### src/rtl/psr_pkg.sv
package psr_pkg;
  localparam int DATA_W = 32;
  localparam int IRQ_W  = 8;

  localparam int B_IE   = 0;
  localparam int B_EXL  = 1;
  localparam int B_ERL  = 2;
  localparam int B_KSU  = 3;
  localparam int B_UX   = 5;
  localparam int B_SX   = 6;
  localparam int B_KX   = 7;
  localparam int B_IM   = 8;
  localparam int B_CH   = 18;
  localparam int B_SR   = 20;
  localparam int B_TS   = 21;
  localparam int B_BEV  = 22;

  localparam logic [DATA_W-1:0] WR_MASK = 32'h0057_FFFF;
  localparam logic [DATA_W-1:0] RST_VAL = 32'h0040_0004;

  typedef enum logic [1:0] {
    MODE_KERNEL = 2'b00,
    MODE_SUPER  = 2'b01,
    MODE_USER   = 2'b10
  } priv_e;

  typedef enum logic [1:0] {
    RGN_USER   = 2'b00,
    RGN_SUPER  = 2'b01,
    RGN_KERNEL = 2'b10,
    RGN_KALT   = 2'b11
  } region_e;
endpackage

### src/rtl/psr_regfile.sv
module psr_regfile
  import psr_pkg::*;
(
  input  logic              clk,
  input  logic              rst,
  input  logic              wr_en,
  input  logic [DATA_W-1:0] wr_data,
  input  logic              tlb_multi_hit,
  input  logic              sreset_nmi,
  output logic [DATA_W-1:0] status_q
);
  logic [DATA_W-1:0] q, nxt;

  always_comb begin
    nxt = wr_en ? (wr_data & WR_MASK) : (q & WR_MASK);
    nxt[B_TS] = q[B_TS] | tlb_multi_hit;
    if (sreset_nmi) nxt[B_SR] = 1'b1;
  end

  always_ff @(posedge clk) begin
    if (rst) q <= RST_VAL;
    else     q <= nxt;
  end

  assign status_q = q;

  assert_ts_sticky_R3: assert property (@(posedge clk) disable iff (rst)
    q[B_TS] |=> q[B_TS]);
  assert_ts_set_R3: assert property (@(posedge clk) disable iff (rst)
    tlb_multi_hit |=> q[B_TS]);
  assert_sr_event_R4: assert property (@(posedge clk) disable iff (rst)
    sreset_nmi |=> q[B_SR]);
  assert_ch_hold_R5: assert property (@(posedge clk) disable iff (rst)
    !wr_en |=> $stable(q[B_CH]));
endmodule

### src/rtl/psr_irq_gate.sv
module psr_irq_gate
  import psr_pkg::*;
(
  input  logic [DATA_W-1:0] status,
  input  logic [IRQ_W-1:0]  pending,
  output logic [IRQ_W-1:0]  irq_req
);
  logic global_en;
  assign global_en = status[B_IE] & ~status[B_EXL] & ~status[B_ERL];

  for (genvar n = 0; n < IRQ_W; n++) begin : g_line
    assign irq_req[n] = global_en & status[B_IM+n] & pending[n];
  end
endmodule

### src/rtl/psr_mode_decode.sv
module psr_mode_decode
  import psr_pkg::*;
(
  input  logic [DATA_W-1:0] status,
  output priv_e             mode,
  output logic              addr64,
  output logic              ops64
);
  logic [1:0] ksu;
  assign ksu = status[B_KSU+:2];

  always_comb begin
    if (status[B_EXL] || status[B_ERL] || ksu == 2'b00) mode = MODE_KERNEL;
    else if (ksu == 2'b01)                              mode = MODE_SUPER;
    else                                                mode = MODE_USER;
  end

  always_comb begin
    unique case (mode)
      MODE_KERNEL: begin addr64 = status[B_KX]; ops64 = 1'b1;         end
      MODE_SUPER:  begin addr64 = status[B_SX]; ops64 = status[B_SX]; end
      default:     begin addr64 = status[B_UX]; ops64 = status[B_UX]; end
    endcase
  end
endmodule

### src/rtl/psr_access_check.sv
module psr_access_check
  import psr_pkg::*;
(
  input  priv_e      mode,
  input  logic [1:0] region,
  input  logic       access_req,
  output logic       fault
);
  logic allowed;
  always_comb begin
    case (region)
      RGN_USER:  allowed = 1'b1;
      RGN_SUPER: allowed = (mode != MODE_USER);
      default:   allowed = (mode == MODE_KERNEL);
    endcase
  end
  assign fault = access_req & ~allowed;
endmodule

### src/rtl/psr_ctrl.sv
module psr_ctrl
  import psr_pkg::*;
(
  input  logic              clk,
  input  logic              rst,
  input  logic              wr_en,
  input  logic [DATA_W-1:0] wr_data,
  output logic [DATA_W-1:0] rd_data,
  input  logic              tlb_multi_hit,
  input  logic              sreset_nmi,
  input  logic [IRQ_W-1:0]  irq_pending,
  output logic [IRQ_W-1:0]  irq_req,
  output logic [1:0]        priv_mode,
  output logic              addr64_en,
  output logic              ops64_en,
  input  logic [1:0]        region,
  input  logic              access_req,
  output logic              access_fault
);
  logic [DATA_W-1:0] status;
  priv_e             mode;

  psr_regfile u_reg (
    .clk(clk), .rst(rst), .wr_en(wr_en), .wr_data(wr_data),
    .tlb_multi_hit(tlb_multi_hit), .sreset_nmi(sreset_nmi), .status_q(status));

  psr_irq_gate u_irq (.status(status), .pending(irq_pending), .irq_req(irq_req));

  psr_mode_decode u_mode (.status(status), .mode(mode),
    .addr64(addr64_en), .ops64(ops64_en));

  psr_access_check u_acc (.mode(mode), .region(region),
    .access_req(access_req), .fault(access_fault));

  assign rd_data   = status;
  assign priv_mode = mode;

  assert_fault_not_kernel_R9: assert property (@(posedge clk) disable iff (rst)
    access_fault |-> priv_mode != MODE_KERNEL);
  assert_ops64_kernel_R8: assert property (@(posedge clk) disable iff (rst)
    !ops64_en |-> priv_mode != MODE_KERNEL);
  assert_irq_not_err_R6: assert property (@(posedge clk) disable iff (rst)
    (|irq_req) |-> !rd_data[B_ERL]);
  assert_user_region_open_R9: assert property (@(posedge clk) disable iff (rst)
    (region == 2'b00) |-> !access_fault);
endmodule

### config.mk
export PLATFORM = sky130hd
export DESIGN_NAME = psr_ctrl
export DESIGN_NICKNAME = d
export VERILOG_FILES = /design/src/rtl/psr_pkg.sv /design/src/rtl/psr_regfile.sv /design/src/rtl/psr_irq_gate.sv /design/src/rtl/psr_mode_decode.sv /design/src/rtl/psr_access_check.sv /design/src/rtl/psr_ctrl.sv
export SDC_FILE = /design/constraint.sdc
export NUM_CORES = 1
export LEC_CHECK = 0
export ABC_AREA = 1
export BUFFER_PORTS_ARGS = -buffer_cell sky130_fd_sc_hd__buf_4
export CAP_MARGIN = 20
export CORE_ASPECT_RATIO = 1.2
export CORE_MARGIN = 5
export CORE_UTILIZATION = 36
export CTS_CLUSTER_SIZE = 10
export DETAILED_ROUTE_END_ITERATION = 6
export HOLD_SLACK_MARGIN = 0.1
export PLACE_DENSITY = 0.79
export SYNTH_ARGS = -nofsm -noshare
export SYNTH_HDL_FRONTEND = slang
export SYNTH_SLANG_ARGS = --single-unit
### constraint.sdc
create_clock -name clk -period 1 [get_ports clk]
set_clock_uncertainty 0.05 [all_clocks]
set_input_delay 0.15 -clock clk [delete_from_list [all_inputs] [get_ports clk]]
set_output_delay 0.15 -clock clk [all_outputs]
set_load 0.05 [all_outputs]
# Word level (Yosys, flattened, before mapping)
# Index checks and enable logic that the tools add are counted.
totals:
  latchBits: 0
  out_inout_bits: 45
  regBits: 32
  ram_bits: 0
  input_bits: 48
  mem_count: 0
  rom_bits: 0
classes:
  n_lt_le_gt_ge: 0
  div_mod_pow: 0
  bitwise: 23
  n_addsub: 0
  eq_ne: 4
  n_shift: 0
  mux: 7
  mul: 0
  n_reduce_logical: 6
op_table:
  columns: ["op", "n"]
  rows:
  - ["21-bit 2-to-1 mux", 1]
  - ["1-bit AND", 19]
  - ["2-bit by 1-bit equality test with 1-bit output (second input constant)", 3]
  - ["2-bit zero test", 3]
  - ["1-bit case mux with 2 select lines", 3]
  - ["2-bit 2-to-1 mux", 2]
  - ["1-bit NOT", 3]
  - ["1-bit logical OR", 2]
  - ["2-bit inequality test (second input constant)", 1]
  - ["2-bit nonzero test", 1]
  - ["1-bit 2-to-1 mux", 1]
  - ["1-bit OR", 1]

# Longest topological paths before layout
# Gate-level depths: netlist of the first run.
depth:
  depth_word: 7
  ltp_mapped: 5
  depth_no_buf: 5

# Modules after synthesis
# From an unflattened synthesis of the first run, not the netlist that was laid out.
unflattened:
  hier_cells: 148
  area_unflattened_um2: 1073.5
by_module_without_submodules:
  columns: ["module", "instances", "area_per_inst_um2", "cells_per_inst"]
  rows:
  - ["psr_regfile", 1, 880.8, 110]
  - ["psr_mode_decode", 1, 86.3, 15]
  - ["psr_irq_gate", 1, 85.1, 19]
  - ["psr_access_check", 1, 21.3, 4]

# Worst setup path before layout of the first run
# OpenSTA, ideal clock, no wires.
synth_path:
  path_kind: "reg2out"
  start: "register u_reg.q[4], in the netlist u_reg.status_q[4]"
  end: "output port access_fault"
  path_buffers: 0
  arrival_ns: 1.660
  path_slack_ns: -0.860
  stages_incl_launch_ff: 5
  path_cell_list: "dfxtp_1 inv_1 nand2_1 nand3_1 nor2_1"
synth_via:
  elab_chain_cells: 7
synth_lines:
  columns: ["item", "line_no", "rtl"]
  rows:
  - ["start, declared", "psr_regfile.sv:12", "logic [DATA_W-1:0] q, nxt;"]
  - ["start signal, assigned", "psr_regfile.sv:22", "else q <= nxt;"]
  - ["2-bit by 1-bit equality test with 1-bit output / 2-bit zero test (equally long branches)", "psr_mode_decode.sv:14, psr_mode_decode.sv:13", null]
  - ["2-bit 2-to-1 mux / 1-bit logical OR (equally long branches)", "psr_mode_decode.sv:14, psr_mode_decode.sv:13", null]
  - ["2-bit 2-to-1 mux *", "psr_mode_decode.sv:13", "if (status[B_EXL] || status[B_ERL] || ksu == 2'b00) mode = MODE_KERNEL;"]
  - ["2-bit inequality test / 2-bit zero test (equally long branches)", "psr_access_check.sv:13, psr_access_check.sv:14", null]
  - ["1-bit case mux with 2 select lines *", "psr_access_check.sv:11", "case (region)"]
  - ["1-bit NOT *", "psr_access_check.sv:17", "assign fault = access_req & ~allowed;"]
  - ["1-bit AND *", "psr_access_check.sv:17", null]
  - ["end, declared", "psr_ctrl.sv:18", "output logic access_fault"]
# Every way passes the cells marked *; elsewhere a longest branch is shown, timed or not.

# Worst setup path after layout of the first run
layout_path:
  start: "register u_reg.q[2], in the netlist u_reg.status_q[2]"
  end: "output port irq_req[0]"
layout_via:
  elab_chain_cells: 4
layout_lines:
  columns: ["item", "line_no", "rtl"]
  rows:
  - ["1-bit NOT", "psr_irq_gate.sv:9", "assign global_en = status[B_IE] & ~status[B_EXL] & ~status[B_ERL];"]
  - ["1-bit AND", "psr_irq_gate.sv:9", null]
  - ["1-bit AND (2 in a row)", "psr_irq_gate.sv:12", "assign irq_req[n] = global_en & status[B_IM+n] & pending[n];"]
  - ["end, declared", "psr_ctrl.sv:12", "output logic [IRQ_W-1:0] irq_req,"]
# Every way passes these cells.

==> summary.md, run 1 <==
| Metric | Value |
|---|---|
| Fmax | 616 MHz |
| Final nets | 291 |
| Layer with the highest usage | met2 |
| Worst R2R Path Depth | 5 |
| CP startpoint kind | register |
| Root buffer cell | clkbuf_4 |
| Ranking of synthesized cells by area | dfxtp_1 44%, nor2_1 17%, o21ai_0 8.0% |
| Sequential area share after synthesis | 0.442 |
| Synth warn | 0 |
| Vias per Instance | 4.55 |
| Post-Syn Instances | 140 |
| R2R setup slack | 0.01 ns |
| M1 GR Usage | 0.188 |
| First-pass GRT wire length | 5630 µm |
| Clock power share | 0.178 |
| Post-DP Area | 1660 µm² |
| Final antenna diode count | 0 |
| Max capacitance violation total | 0 |
| Worst Setup End Kind | output port |
| Gr ovfl total | 0 |
| I/O Pins | 93 |
| Syn-to-layout area delta | 127% |
| Mean area per synthesized cell | 7.12 µm² |
| Hold Path Origin | wr_en |
| Initial antenna violation count | 0 |
| Buffers on Ports | 71 |
| Worst setup margin | -0.624 ns |
| Tmin final | 1.62 ns |
| Synth Cell Area | 997 µm² |
| Largest register FFs | 22 |
| DRC Markers | 0 |
| H-Tree Depth | 1 |
| Failing checks | negative setup slack |
| Pint | 0.00153 W |
| Logic pwr share | 0.406 |
| Area share of the largest cell type after synthesis | 0.442 |
| Aggregate routed wire length | 3760 µm |
| Met2 usage | 0.374 |
| Flop pwr share | 0.416 |
| HP Class | in2reg |
| Cell accounting for the most synthesized area | dfxtp_1 |
| DRT Pass-1 Iters | 4 |
| DRT iter0 DRCs | 31 |
| Clock sink count | 22 |
| Die ar. | 3930 µm² |
| Die Span Y | 67.7 µm |
| Period Utilization, post-route | 1.62 |
| Total GRT Usage | 0.189 |
| Pin count of the biggest net entering global routing | 24 |
| RSZ-0062 raised after global routing | true |
| Via count | 1,256 |
| GPL Wtd Cong | 0.823 |
| Post-route cell area | 2260 µm² |
| Core box area | 2730 µm² |
| PD cells | 1070 nW/µm² |
| Share of cells above drive strength 1 | 0.533 |
| Hold Vio Cnt, Final | 0 |
| Die Width | 58.0 µm |
| Clk_lat worst skew | 0.30 ns |
| CTS tree | done |
| Vias in the first global route | 1,249 |
| Outcome | finished, violations left |
| Post-DP HPWL | 2090 µm |
| Synth Register Bits | 22 |
| Starting density of the core | 0.365 |
| Per-cell routed wire length | 13.6 µm |
| Final Util | 0.827 |
| Setup Viol. Count Final | 35 |
| Hold EP | u_reg.status_q[22] |
| Pleak | 1.00 nW |
| ANT nets after route | 0 |
| Worst r2r src | u_reg.status_q[1] |
| TritonCTS Buffers | 3 |
| Clock Tree Buf Depth | 2 |
| Clock transition at path regs | 0.13 ns |
| Data required time of the worst path | 0.80 ns |
| Filler instances | 167 |
| Worst Path Arrival | 1.42 ns |
| Net switching fraction of the power | 0.371 |
| Critical Path Fanout Max | 8 |
| WHS | 0.114 ns |
| Rows | 21 |
| Maximum vdd drop | 1.02 mV |
| Met3 Use GR | 0.0306 |
| Worst r2r dst | u_reg.status_q[1] |
| Switching Power | 0.000899 W |
| Worst hold path stage count | 3 |
| Max Slew Vio Count | 0 |
| Netlist cell types | 16 |
| Setup CP Type | reg2out |
[critical path, stage by stage, from the launching register on]
cell	delay [ns]
dfxtp_4	0.38
nor2_4	0.28
nand2_8	0.16
nor2_4	0.13
buf_6	0.16
[stage by stage]
stage | setup WS, ns | setup TNS [ns] | total power, W | cells
CTS | -0.561 | -8.17 | 0.00237 | 274
detailed placement | -0.235 | -2.39 | 0.00176 | 245
global placement | -0.225 | -2.27 | 0.00176 | 245
floorplan | -0.325 | -3.14 | 0.00153 | 149
global route | -0.685 | -10.85 | 0.00254 | 276
finish | -0.624 | -9.18 | 0.00243 | 276
[repair_timing]
action                                  CTS  global route
hold buffers                             24             0
gates resized for setup                  63            26
endpoints found under the setup margin   35            35
pin swaps                                 2             5
endpoints found under the hold margin    22             0
buffers inserted                          1             2
[power by group through the flow]
stage / clock network [W] / logic [W] / registers [W]
floorplan: 0 / 0.000312 / 0.00122
global placement: 0 / 0.000756 / 0.00100
detailed placement: 0 / 0.000758 / 0.00101
CTS: 0.000430 / 0.000934 / 0.00101
global route: 0.000485 / 0.00104 / 0.00102
finish: 0.000431 / 0.000986 / 0.00101
[cells by family after synthesis]
logic type / Yosys count / synth area share
AO/OA/AOI/OAI: 23 / 0.115
buffers and inverters: 21 / 0.146
flip-flops: 22 / 0.442
other: 1 / 0.00376
AND/OR/NAND/NOR: 73 / 0.294
[cell usage in the layout, fill, tap and decap left out, drive strengths merged]
cell type / instances
a21oi: 5
buf: 81
clkbuf: 4
conb: 10
dfxtp: 22
dlygate4sd3: 24
inv: 5
nand2: 19
nand3: 6
nand3b: 1
nor2: 47
o21ai: 18
[synth_stat cells]
master,number
nor2_1,46
inv_4,1
nand3_1,6
o21ai_1,2
nor2_4,1
a21oi_1,5
nand3b_1,1
dfxtp_1,22
conb_1,1
buf_6,3
nand2_1,19
o21ai_0,16
buf_2,3
inv_2,1
buf_4,10
inv_1,3
[cell type report]
cell class	count	area, µm²	area share
clock buffer	4	26.3	0.0116
inverter	5	21.3	0.00941
multi-input combinational	106	571	0.252
tap	34	42.5	0.0188
sequential	22	488	0.216
timing repair buffer	105	1110	0.492
[routing by layer]
metal / vias up / wire (µm)
met5: - / 0
met4: 0 / 74
met3: 9 / 273
met2: 56 / 2180
met1: 563 / 1230
li1: 628 / -
[worst max-delay path by stage]
| stage | endpoint | cells after the start | slack, ns | from |
|---|---|---|---|---|
| 6_report | irq_req[0] | 4 | -0.62 | u_reg.status_q[2] |
| 2_1_floorplan | ops64_en | 3 | -0.32 | u_reg.status_q[2] |
| 3_5_place_dp | irq_req[0] | 4 | -0.23 | u_reg.status_q[2] |
| 3_3_place_gp | irq_req[0] | 4 | -0.22 | u_reg.status_q[2] |
| 5_1_grt | ops64_en | 4 | -0.68 | u_reg.status_q[2] |
| 4_1_cts | ops64_en | 4 | -0.56 | u_reg.status_q[1] |
(Power assumes the default switching activity.)
==> run 2: changes to the inputs <==
--- a/config.mk
+++ b/config.mk
@@ -8,13 +8,13 @@
 export ABC_AREA = 1
 export BUFFER_PORTS_ARGS = -buffer_cell sky130_fd_sc_hd__buf_4
 export CAP_MARGIN = 20
-export CORE_ASPECT_RATIO = 1.2
 export CORE_MARGIN = 5
 export CORE_UTILIZATION = 36
 export CTS_CLUSTER_SIZE = 10
 export DETAILED_ROUTE_END_ITERATION = 6
 export HOLD_SLACK_MARGIN = 0.1
 export PLACE_DENSITY = 0.79
+export REMOVE_ABC_BUFFERS = 1
 export SYNTH_ARGS = -nofsm -noshare
 export SYNTH_HDL_FRONTEND = slang
 export SYNTH_SLANG_ARGS = --single-unit
==> constraint.sdc (replaced) <==
create_clock -name clk -period 1 [get_ports clk]
set_clock_uncertainty 0.05 [all_clocks]
set_input_delay 0.1 -clock clk [delete_from_list [all_inputs] [get_ports clk]]
set_output_delay 0.1 -clock clk [all_outputs]
set_load 0.05 [all_outputs]
==> summary.md, run 2 (synthesis gave the netlist of run 1 again) <==
| Metric | Value |
|---|---|
| Buffers on Ports | 71 |
| HP Class | in2reg |
| Outcome | finished, violations left |
| Max Slew Vio Count | 0 |
| Core box area | 2710 µm² |
| DRC Markers | 0 |
| Share of cells above drive strength 1 | 0.500 |
| Rows | 19 |
| PD cells | 1230 nW/µm² |
| Root buffer cell | clkbuf_4 |
| Non-filler cells, final | 277 |
| Commonest non-fill, non-tap cell in the layout | buf_4 |
| Maximum vdd drop | 1.36 mV |
| Clock transition at path regs | 0.14 ns |
| Data required time of the worst path | 0.85 ns |
| Post-DP HPWL | 2150 µm |
| DRT Pass-1 Iters | 4 |
| Die ar. | 3920 µm² |
| RSZ-0062 raised after global routing | true |
| Die Span Y | 62.6 µm |
| Tmin final | 1.48 ns |
| Hold Vio Cnt, Final | 0 |
| Aggregate routed wire length | 4110 µm |
| Most frequent cells in the layout | 41 x buf_4, 40 x nor2_1, 26 x dlygate4sd3_1 |
| WHS | 0.146 ns |
| Failing checks | negative setup slack |
| Pin count of the biggest net entering global routing | 24 |
| Gr ovfl total | 0 |
| Total GRT Usage | 0.193 |
| Final nets | 295 |
| First-pass GRT wire length | 6100 µm |
| Per-cell routed wire length | 14.8 µm |
| Max capacitance violation total | 0 |
| Clock sink count | 22 |
| Setup Viol. Count Final | 22 |
| Vias per Instance | 4.69 |
| GPL Wtd Cong | 0.744 |
| DRT iter0 DRCs | 65 |
| ANT nets after route | 0 |
| Worst r2r src | u_reg.status_q[2] |
| Starting density of the core | 0.368 |
| Worst Setup End Kind | output port |
| H-Tree Depth | 1 |
| Worst Path Arrival | 1.33 ns |
| Worst setup margin | -0.478 ns |
| TritonCTS Buffers | 3 |
| Critical Path Fanout Max | 8 |
| CP startpoint kind | register |
| Final antenna diode count | 0 |
| I/O Pins | 93 |
| Dpl cells | 243 |
| Pre-CTS setup slack | -0.141 ns |
| Period Utilization, post-route | 1.48 |
| Setup CP Type | reg2out |
| CTS tree | done |
| Fmax | 677 MHz |
| Clk_lat worst skew | 0.31 ns |
| Pleak | 1.02 nW |
| Syn-to-layout area delta | 118% |
| Die Width | 62.6 µm |
| Via count | 1,299 |
| Largest register FFs | 22 |
| Hold Path Origin | wr_en |
| Vias in the first global route | 1,310 |
| Initial antenna violation count | 0 |
| Clock Tree Buf Depth | 2 |
| Crit path from | u_reg.status_q[2] |
[run 2: changes by cell type in the layout (fill, tap and decap cells not counted), moves of 6 or more]
cell / delta
buf_6: +13
buf_8: -11
nor2_4: -11
nor2_2: +6
[run 2: final timing paths]
| path | to | cells after the start | slack, ns |
|---|---|---|---|
| worst max-delay path | irq_req[5] | 4 | -0.48 |
| worst min-delay path | u_reg.status_q[1] | 3 | 0.15 |
| worst max register to register | u_reg.status_q[2] | 6 | -0.08 |
| worst min register to register | u_reg.status_q[20] | 2 | 0.43 |
[run 2: metal layers]
metal | global-route usage | share of wire | vias up
li1 | - | - | 635
met1 | 0.197 | 0.35 | 593
met4 | 0.0875 | 0.025 | 0
met2 | 0.354 | 0.54 | 63
met3 | 0.0612 | 0.077 | 8
met5 | 0 | 0 | -
[run 2: stage by stage]
step	power, W	setup TNS [ns]	util	area, µm²
6_report	0.00268	-6.48	0.804	2180
5_1_grt	0.00279	-8.04	0.804	2180
4_1_cts	0.00262	-7.57	0.768	2080
3_5_place_dp	0.00174	-1.40	0.568	1540
3_3_place_gp	0.00173	-1.24	0.568	1540
2_1_floorplan	0.00144	-9.14	-	907
[run 2: report_power, final]
| group | total, W | switching, W | internal, W |
|---|---|---|---|
| logic | 0.000976 | 0.000545 | 0.000431 |
| clock network | 0.000693 | 0.000288 | 0.000405 |
| registers | 0.00101 | 0.0000631 | 0.000948 |
[run 2: repair_timing]
action	in CTS	in global routing
pin swaps	5	2
gates resized for setup	71	30
hold buffers	25	2
endpoints found under the setup margin	35	55
endpoints found under the hold margin	22	3
buffers inserted	3	3
[run 2: layout make-up]
| type | count | area, µm² |
|---|---|---|
| Clock buffer | 3 | 22.5 |
| Clock inverter | 1 | 30.0 |
| Fill cell | 183 | 532 |
| Inverter | 5 | 26.3 |
| Multi-Input combinational cell | 106 | 473 |
| Sequential cell | 22 | 475 |
| Tap cell | 31 | 38.8 |
| Timing Repair Buffer | 109 | 1110 |
[run 2: worst max-delay path, cell delays in order, from the launching register on]
cell	delay (ns)
dfxtp_2	0.37
nor2_4	0.12
nand2_2	0.16
nor2_1	0.18
buf_6	0.18
